==> src/rtl/ecc4_pkg.sv <==
package ecc4_pkg;

    typedef enum logic [3:0] {
        S_IDLE,
        S_LOAD,
        S_SYND,
        S_CLEAR,
        S_KICK,
        S_ARM,
        S_POLL,
        S_TERM,
        S_FADDR,
        S_FVAL,
        S_DONE
    } seq_state_t;

    // engine register selects
    localparam logic [3:0] SEL_SYN0   = 4'd0;
    localparam logic [3:0] SEL_ADDR_A = 4'd4;
    localparam logic [3:0] SEL_ADDR_B = 4'd5;
    localparam logic [3:0] SEL_VAL_A  = 4'd6;
    localparam logic [3:0] SEL_VAL_B  = 4'd7;
    localparam logic [3:0] SEL_STATUS = 4'd8;

    // status word layout
    localparam int ST_CODE_LSB = 8;
    localparam int ST_CNT_LSB  = 16;

endpackage

==> src/rtl/ecc4_unpack.sv <==
module ecc4_unpack #(
    parameter int N_BYTES = 10,
    parameter int SYM_W   = 10,
    parameter int N_SYMS  = 8
) (
    input  logic [N_BYTES*8-1:0]     code,
    output logic [N_SYMS*SYM_W-1:0]  syms,
    output logic                     erased
);
    logic [N_BYTES-1:0] byte_ff;

    // little-endian byte string: symbol k is a contiguous bit slice
    for (genvar k = 0; k < N_SYMS; k++) begin : g_sym
        assign syms[k*SYM_W +: SYM_W] = code[k*SYM_W +: SYM_W];
    end

    for (genvar b = 0; b < N_BYTES; b++) begin : g_ff
        assign byte_ff[b] = &code[b*8 +: 8];
    end

    assign erased = &byte_ff;
endmodule

==> src/rtl/ecc4_errmap.sv <==
module ecc4_errmap #(
    parameter int SECTOR_BYTES = 512,
    parameter int SYM_W        = 10,
    localparam int IDX_W       = $clog2(SECTOR_BYTES)
) (
    input  logic [SYM_W-1:0] err_addr,
    output logic [IDX_W-1:0] byte_idx,
    output logic             in_sector
);
    localparam int ADDR_OFS = SECTOR_BYTES + 7;
    localparam int LO       = ADDR_OFS - SECTOR_BYTES + 1;

    always_comb begin
        int diff;
        diff      = ADDR_OFS - int'(err_addr);
        byte_idx  = diff[IDX_W-1:0];
        in_sector = (int'(err_addr) >= LO) && (int'(err_addr) <= ADDR_OFS);
    end
endmodule

==> src/rtl/ecc4_wait_timer.sv <==
module ecc4_wait_timer #(
    parameter int LIMIT = 200,
    localparam int CW   = $clog2(LIMIT + 1)
) (
    input  logic clk,
    input  logic rst_n,
    input  logic run,
    output logic expired
);
    logic [CW-1:0] cnt;

    always_ff @(posedge clk or negedge rst_n) begin
        if (!rst_n)
            cnt <= '0;
        else if (!run)
            cnt <= '0;
        else if (!expired)
            cnt <= cnt + 1'b1;
    end

    assign expired = (int'(cnt) >= LIMIT);
endmodule

==> src/rtl/ecc4_corr_seq.sv <==
module ecc4_corr_seq
    import ecc4_pkg::*;
#(
    parameter int SECTOR_BYTES = 512,
    parameter int ECC_BYTES    = 10,
    parameter int SYM_W        = 10,
    parameter int N_SYMS       = 8,
    parameter int WAIT_LIMIT   = 200,
    localparam int IDX_W       = $clog2(SECTOR_BYTES),
    localparam int MAX_ERR     = 4,
    localparam int CNT_W       = $clog2(MAX_ERR + 1)
) (
    input  logic                   clk,
    input  logic                   rst_n,
    input  logic                   start,
    input  logic [ECC_BYTES*8-1:0] ecc_code,
    output logic                   eng_load_valid,
    output logic [SYM_W-1:0]       eng_load_data,
    output logic                   eng_calc_start,
    output logic                   eng_rd_en,
    output logic [3:0]             eng_rd_sel,
    input  logic [31:0]            eng_rd_data,
    output logic                   buf_xor_en,
    output logic [IDX_W-1:0]       buf_xor_idx,
    output logic [7:0]             buf_xor_val,
    output logic                   done,
    output logic [CNT_W-1:0]       corr_cnt,
    output logic                   uncorrectable
);
    localparam int SYN_WORDS = N_SYMS / 2;
    localparam int SI_W      = $clog2(N_SYMS);
    localparam int SW_W      = $clog2(SYN_WORDS);
    localparam logic [15:0] HALF_MASK = 16'((1 << SYM_W) - 1);
    localparam logic [31:0] SYN_MASK  = {HALF_MASK, HALF_MASK};

    seq_state_t state, nxt;

    logic [N_SYMS*SYM_W-1:0] syms;
    logic                    erased;
    logic [SI_W-1:0]         sym_idx;
    logic [SW_W-1:0]         syn_idx;
    logic                    syn_nz;
    logic [1:0]              err_idx, err_last;
    logic [IDX_W-1:0]        fix_idx, map_idx;
    logic                    fix_ok, map_ok;
    logic                    tmo;
    logic [CNT_W-1:0]        corr_q;
    logic                    uncorr_q;

    wire [3:0]  st_code  = eng_rd_data[ST_CODE_LSB +: 4];
    wire [1:0]  st_cnt   = eng_rd_data[ST_CNT_LSB +: 2];
    wire [15:0] err_half = err_idx[0] ? eng_rd_data[31:16] : eng_rd_data[15:0];
    wire        word_nz  = |(eng_rd_data & SYN_MASK);

    ecc4_unpack #(.N_BYTES(ECC_BYTES), .SYM_W(SYM_W), .N_SYMS(N_SYMS)) u_unpack (
        .code(ecc_code), .syms(syms), .erased(erased)
    );

    ecc4_errmap #(.SECTOR_BYTES(SECTOR_BYTES), .SYM_W(SYM_W)) u_map (
        .err_addr(err_half[SYM_W-1:0]), .byte_idx(map_idx), .in_sector(map_ok)
    );

    ecc4_wait_timer #(.LIMIT(WAIT_LIMIT)) u_timer (
        .clk(clk), .rst_n(rst_n), .run(state == S_ARM), .expired(tmo)
    );

    // state register
    always_ff @(posedge clk or negedge rst_n) begin
        if (!rst_n) state <= S_IDLE;
        else        state <= nxt;
    end

    // transitions
    always_comb begin
        nxt = state;
        unique case (state)
            S_IDLE:  if (start) nxt = erased ? S_DONE : S_LOAD;
            S_LOAD:  if (sym_idx == '0) nxt = S_SYND;
            S_SYND:  if (int'(syn_idx) == SYN_WORDS - 1)
                         nxt = (syn_nz || word_nz) ? S_CLEAR : S_DONE;
            S_CLEAR: nxt = S_KICK;
            S_KICK:  nxt = S_ARM;
            S_ARM:   if (st_code >= 4'd4 || tmo) nxt = S_POLL;
            S_POLL:  begin
                if (st_code <= 4'd1)      nxt = S_TERM;
                else if (st_code <= 4'd3) nxt = S_FADDR;
            end
            S_TERM:  nxt = S_DONE;
            S_FADDR: nxt = S_FVAL;
            S_FVAL:  nxt = (err_idx == err_last) ? S_DONE : S_FADDR;
            S_DONE:  nxt = S_IDLE;
            default: nxt = S_IDLE;
        endcase
    end

    // outputs
    always_comb begin
        eng_load_valid = 1'b0;
        eng_load_data  = syms[sym_idx*SYM_W +: SYM_W];
        eng_calc_start = 1'b0;
        eng_rd_en      = 1'b0;
        eng_rd_sel     = SEL_STATUS;
        buf_xor_en     = 1'b0;
        done           = 1'b0;
        unique case (state)
            S_LOAD:  eng_load_valid = 1'b1;
            S_SYND:  begin
                eng_rd_en  = 1'b1;
                eng_rd_sel = SEL_SYN0 + 4'(syn_idx);
            end
            S_CLEAR: begin
                eng_rd_en  = 1'b1;
                eng_rd_sel = SEL_ADDR_A;
            end
            S_KICK:  eng_calc_start = 1'b1;
            S_ARM, S_POLL: eng_rd_en = 1'b1;
            S_TERM:  begin
                eng_rd_en  = 1'b1;
                eng_rd_sel = SEL_VAL_A;
            end
            S_FADDR: begin
                eng_rd_en  = 1'b1;
                eng_rd_sel = err_idx[1] ? SEL_ADDR_B : SEL_ADDR_A;
            end
            S_FVAL:  begin
                eng_rd_en  = 1'b1;
                eng_rd_sel = err_idx[1] ? SEL_VAL_B : SEL_VAL_A;
                buf_xor_en = fix_ok;
            end
            S_DONE:  done = 1'b1;
            default: ;
        endcase
    end

    assign buf_xor_idx   = fix_idx;
    assign buf_xor_val   = err_half[7:0];
    assign corr_cnt      = corr_q;
    assign uncorrectable = uncorr_q;

    // datapath registers
    always_ff @(posedge clk or negedge rst_n) begin
        if (!rst_n) begin
            sym_idx  <= '0;
            syn_idx  <= '0;
            syn_nz   <= 1'b0;
            err_idx  <= '0;
            err_last <= '0;
            fix_idx  <= '0;
            fix_ok   <= 1'b0;
            corr_q   <= '0;
            uncorr_q <= 1'b0;
        end else begin
            unique case (state)
                S_IDLE: if (start) begin
                    sym_idx  <= SI_W'(N_SYMS - 1);
                    syn_idx  <= '0;
                    syn_nz   <= 1'b0;
                    err_idx  <= '0;
                    corr_q   <= '0;
                    uncorr_q <= 1'b0;
                end
                S_LOAD: sym_idx <= sym_idx - 1'b1;
                S_SYND: begin
                    syn_idx <= syn_idx + 1'b1;
                    syn_nz  <= syn_nz | word_nz;
                end
                S_POLL: begin
                    if (st_code == 4'd1) uncorr_q <= 1'b1;
                    if (st_code == 4'd2 || st_code == 4'd3) err_last <= st_cnt;
                end
                S_FADDR: begin
                    fix_idx <= map_idx;
                    fix_ok  <= map_ok;
                end
                S_FVAL: begin
                    if (fix_ok) corr_q <= corr_q + 1'b1;
                    err_idx <= err_idx + 1'b1;
                end
                default: ;
            endcase
        end
    end
endmodule

==> config.mk <==
export PLATFORM = sky130hd
export DESIGN_NAME = ecc4_corr_seq
export DESIGN_NICKNAME = d
export VERILOG_FILES = /design/src/rtl/ecc4_pkg.sv /design/src/rtl/ecc4_unpack.sv /design/src/rtl/ecc4_errmap.sv /design/src/rtl/ecc4_wait_timer.sv /design/src/rtl/ecc4_corr_seq.sv
export SDC_FILE = /design/constraint.sdc
export NUM_CORES = 1
export LEC_CHECK = 0
export ABC_AREA = 1
export BUFFER_PORTS_ARGS = -buffer_cell sky130_fd_sc_hd__buf_4
export CORE_AREA = 2 2 86 88
export DETAILED_ROUTE_END_ITERATION = 8
export DIE_AREA = 0 0 88 90
export PLACE_DENSITY = 0.77
export SLEW_MARGIN = 20
export SYNTH_ARGS = -nofsm -noshare
export SYNTH_HDL_FRONTEND = slang
export SYNTH_SLANG_ARGS = --single-unit
==> constraint.sdc <==
create_clock -name clk -period 2.1 [get_ports clk]
set_input_delay 0.105 -clock clk [delete_from_list [all_inputs] [get_ports clk]]
set_output_delay 0.105 -clock clk [all_outputs]
set_load 0.1 [all_outputs]
# After elaboration in Yosys (flattened, before gate mapping)
# Cells that the tools add are included.
# classes
n_mul	1
eq_ne	23
mux	33
n_bitwise	1
div_mod_pow	0
magnitude_cmp	6
n_addsub	6
n_shift	1
reduce_logical	20
# op_table
cell	n
80-bit AND reduction	1
80-bit by 8-bit variable part select with 10-bit output	1
4-bit one-hot mux with 10 select lines	1
4-bit 2-to-1 mux	8
4-bit one-hot mux with 5 select lines	1
20-bit OR reduction	1
4-bit by 2-bit equality test with 1-bit output, second input constant	4
4-bit by 3-bit equality test with 1-bit output, second input constant	4
8-bit 2-to-1 mux	2
2-bit != test, second input constant	7
4-bit equality test, second input constant	3
3-bit one-hot mux with 2 select lines	2
10-bit by 4-bit greater-or-equal comparator with 1-bit output, second input constant	1
10-bit less-or-equal comparator, second input constant	1
10-bit 2-to-1 mux	1
1-bit 2-to-1 mux	9
3-bit 2-to-1 mux	3
3-bit by 9-bit subtractor with 9-bit output, first input constant	1
8-bit by 1-bit adder with 8-bit output, second input constant	1
4-bit by 1-bit equality test with 1-bit output, second input constant	2
8-bit greater-or-equal comparator, second input constant	1
2-bit one-hot mux with 2 select lines	2
2-bit AND reduction	4
2-bit nonzero test	4
20 further kinds	26
# totals
mem_bits_rw	0
register_bits	36
output_inout_bits	40
mem_bits_ro	0
mem_count	0
wordCells	102
latch_bits	0
in_bits	115

# Logic depth before layout (Yosys ltp)
# depth
word_depth	5
ltp_mapped	12
depth_no_buf	11

# Hierarchy
# Synthesis repeated with hierarchy kept, for this count alone.
# hier_totals
cells_unflattened	646
area_unflattened_um2	3961.3
# modules_own_cells
mod	cells_each	n_inst	seq_area_each_um2	area_per_inst_um2
ecc4_corr_seq	402	1	700.7	2452.4
ecc4_unpack	158	1	0.0	897.1
ecc4_wait_timer	56	1	200.2	446.7
ecc4_errmap	30	1	0.0	165.2

# Least setup slack after synthesis
# OpenSTA, ideal clock, no wires.
# synth_path
path_type	reg-to-output
startpoint	register state[1]
endpoint	output eng_rd_en
required_ns	1.995
slack_ns	-3.118
arrival_ns	5.113
n_path_buf	0
stages_incl_launch_ff	5
path_cell_list	dfrtp_1 > nand2_1 > o21ai_0 > nor2_1 > nand3_1
# synth_between
elab_chain_len	3
elab_cells_between_ends	9
classes_between	eq/ne (7); mux (1); reduce/logical (1)
# synth_lines
element	line	text
start: declaration	ecc4_corr_seq.sv:36	seq_state_t state, nxt;
start signal: assignment	ecc4_corr_seq.sv:70	else state <= nxt;
4-bit equality test, or another cell as far along	ecc4_corr_seq.sv:105	unique case (state)
7-bit OR reduction (no line) (*)	n/a	
1-bit 2-to-1 mux (*)	ecc4_corr_seq.sv:105	
end: declaration	ecc4_corr_seq.sv:20	output logic eng_rd_en,
# Mark *: on every way between the ends. The rest lies on a longest branch, timed or not.

# Worst setup path after layout
# layout_path
startpoint	register err_idx[0]
endpoint	output buf_xor_val[1]
# layout_between
elab_chain_len	1
# layout_lines
element	line	text
start: declaration	ecc4_corr_seq.sv:43	logic [1:0] err_idx, err_last;
start signal: assignment	ecc4_corr_seq.sv:177	err_idx <= err_idx + 1'b1;
10-bit 2-to-1 mux	ecc4_corr_seq.sv:52	wire [15:0] err_half = err_idx[0] ? eng_rd_data[31:16] : eng_rd_data[15:0];
end: declaration	ecc4_corr_seq.sv:25	output logic [7:0] buf_xor_val,
# Every way passes these cells.

==> run_results.csv <==
group,metric,value,unit
synthesis,ys_seq_area_frac,0.285,
route,routed.top_layer,"met4",
setup_path,start_kind,"flop",
die,dieArea,7920,µm²
clock_tree,tritoncts,"built",
synthesis,synth_cell_types,32,
layout,layout.nets,784,
setup_path,cpLargestDelayFamily,"buffers and inverters",
timing,slew-limit-headroom,0.621,
synthesis,yosys.area.top_type_share,0.285,
timing,worst_slew_pin_slew,568,ps
synthesis,synth_top_area_cell,"dfrtp_1",
timing,fmax,0.505,GHz
route,num_vias,3906,
setup_path,crit_path_max_fanout,16,
timing,period_share,0.943,
route,dr.pass1.iters,4,
power_and_ir_drop,p_leak,2.26,nW
setup_path,end_kind,"output port",
layout,drive_above_1_share,0.316,
setup_path,cpMaxStageDelayCell,"dfrtp_1",
timing,fin_crit,1980,ps
clock_tree,clk_pin_slew,80,ps
synthesis,synthTopCellsByArea,"dfrtp_1, nor2_1, nand2_1",
timing,hold_viol,0,
clock_tree,cts_root_buf,"clkbuf_8",
global_routing,grt.total_usage,0.259,
global_routing,grt_start_max_net_pins,37,
synthesis,synth-seq-cells,36,
route,detail_route.wirelength,10200,µm
clock_tree,cts_sinks,36,
setup_path,arrival,1870,ps
min_path,hold_class,"primary input to flop",
die,io_pins,155,
route,via_per_inst,5.13,
route,drc,0,
die,die_h,90,µm
placement,io_buffers,144,
route,dr_wl_met2,5120,µm
route,drt_iter0_drc,157,
timing,setup_viol,0,
placement,dp.cells,752,
route,detail-route-antenna-nets,0,
route,met1_length,3920,µm
setup_path,critPathBufInv,3,
synthesis,avgSynthCellArea,6.11,µm²
setup_path,cp_common_cell,"buf_4",
outcome,status,"completed",
synthesis,ys_warn_count,0,
synthesis,synthesis.nets,641,
timing,drv_slew,0,
synthesis,syn-cell-area,3160,µm²
synthesis,synth_common_cells,"nor2_1, nand2_1, o21ai_0, inv_1, dfrtp_1",
power_and_ir_drop,p_per_area,1630,nW/µm²
synthesis,async_flop_share,1.00,
layout,diodes,0,
power_and_ir_drop,power.total,7.66,mW
clock_tree,worstSkewPairLatency,300,ps
clock_tree,cts_buffers,5,
power_and_ir_drop,max-vdd-ir-drop,1610,µV
route,wl_met3,936,µm
timing,holdWs,95.9,ps
layout,fin_util,0.668,
placement,globalplace.congestion,0.859,
synthesis,yosys_most_used_dff,"dfrtp_1",
clock_tree,clk_path_buf_depth,2,
timing,grt_setup_unrepaired,"no",
synthesis,yosysMostFrequentCell,"nor2_1",
global_routing,antenna_found_initial,0,
global_routing,first_global_vias,3778,
die,fp.dieW,88,µm
timing,setup_tns,0,ps
global_routing,grt_pass1_wl,16600,µm
setup_path,max_stage_delay,590,ps
die,start_util,0.451,
global_routing,gr-total-overflow,0,
clock_tree,postCtsSetupBuffers,0,
die,coreArea,7020,µm²
clock_tree,ctsHtreeMaxLevel,2,
layout,syn_to_final_growth,48.2,%
job,cap_violations,0,
setup_path,crit_required,2000,ps
setup_path,cp_cell_sequence,"buf_4, o21ai_0, inv_1, buf_4",
die,rows,31,
layout,final_cells,761,
placement,dp.final_hpwl,8310,µm
setup_path,rrSetupSlack,330,ps
timing,clock_skew,9.93,ps
route,wl_per_cell,13.4,µm
synthesis,netlist_instances,518,
synthesis,synth_edf_count,0,
setup_path,path_class,"flop to output port",
-- report_power, final --
group	leakage (nW)	switching, mW	total [mW]	internal (mW)
combinational	1.76	4.45	5.98	1.53
sequential	0.451	0.179	1.07	0.889
clock	0.0541	0.264	0.615	0.351
total	2.26	4.90	7.66	2.77
-- registers in the layout, summed over array words and instances, names as in the netlist --
signal	count
err_last	2
buf_xor_idx	9
corr_cnt	3
state	4
err_idx	2
fix_ok	1
sym_idx	3
u_timer.cnt	8
uncorrectable	1
syn_nz	1
syn_idx	2
-- worst register-to-register path, stage by stage, from the launching register on --
cell	delay [ps]
dfrtp_1	710
nand2_1	140
o21ai_2	140
ha_1	210
nand2_1	70
nor2_1	140
xor2_1	160
o21ai_1	70
-- what timing repair did --
action / in CTS / in global routing
resized for setup: 0 / 10
setup endpoints to repair: 0 / 11
hold buffers: 1 / 0
hold endpoints to repair: 36 / 0
-- final cells by class --
cell class	count	area [µm²]
fillers	631	2330
multi-input cells	413	2170
repair buffers	155	1200
flip-flops and latches	36	901
inverters	50	188
well taps	99	124
clock buffers	5	68.8
clock inverters	3	42.5
-- cell families (layout without fill, tap and decap cells) --
group	after synthesis	count (layout)	synth area share
xor gates and xnor gates	7	7	0.0194
buffers and inverters	69	213	0.0874
AOI/OAI and AO/OA	115	115	0.200
and+or+nand+nor	283	283	0.376
adders and majority gates	8	8	0.0316
DFF	36	36	0.285
-- per-stage QoR --
step	cell area [µm²]	worst slack (ps)
4_1_cts	4660	43.0
3_5_place_dp	4530	354
3_3_place_gp	4530	388
6_report	4690	121
2_1_floorplan	3340	-357
5_1_grt	4690	2.82
-- worst paths after layout --
check	depth (start not counted)	start	endpoint
worst min register to register	2	buf_xor_idx[8]	buf_xor_idx[8]
worst max-delay path	4	err_idx[0]	buf_xor_val[1]
max in group asynchronous	2	rst_n	sym_idx[0]
min in group asynchronous	2	rst_n	buf_xor_idx[3]
worst min-delay path	3	eng_rd_data[16]	err_last[0]
worst max register to register	7	err_idx[0]	buf_xor_idx[7]
-- layout by cell type, fill, tap and decap left out, drive strengths merged, types with 2 or more instances in the layout --
cell type	instances
a21oi	8
a31oi	11
buf	154
clkbuf	5
dfrtp	36
ha	8
inv	50
nand2	118
nand3	22
nand4	5
nor2	131
nor3	6
o21ai	79
o21bai	2
o22ai	10
xnor2	2
xor2	5
-- per-layer routing --
metal,vias to the layer above,GRT usage
met5,-,0
met4,0,0.0910
met3,17,0.0514
met2,162,0.456
met1,1758,0.306
li1,1969,-
No activity file was read; power rests on OpenSTA's default activity.
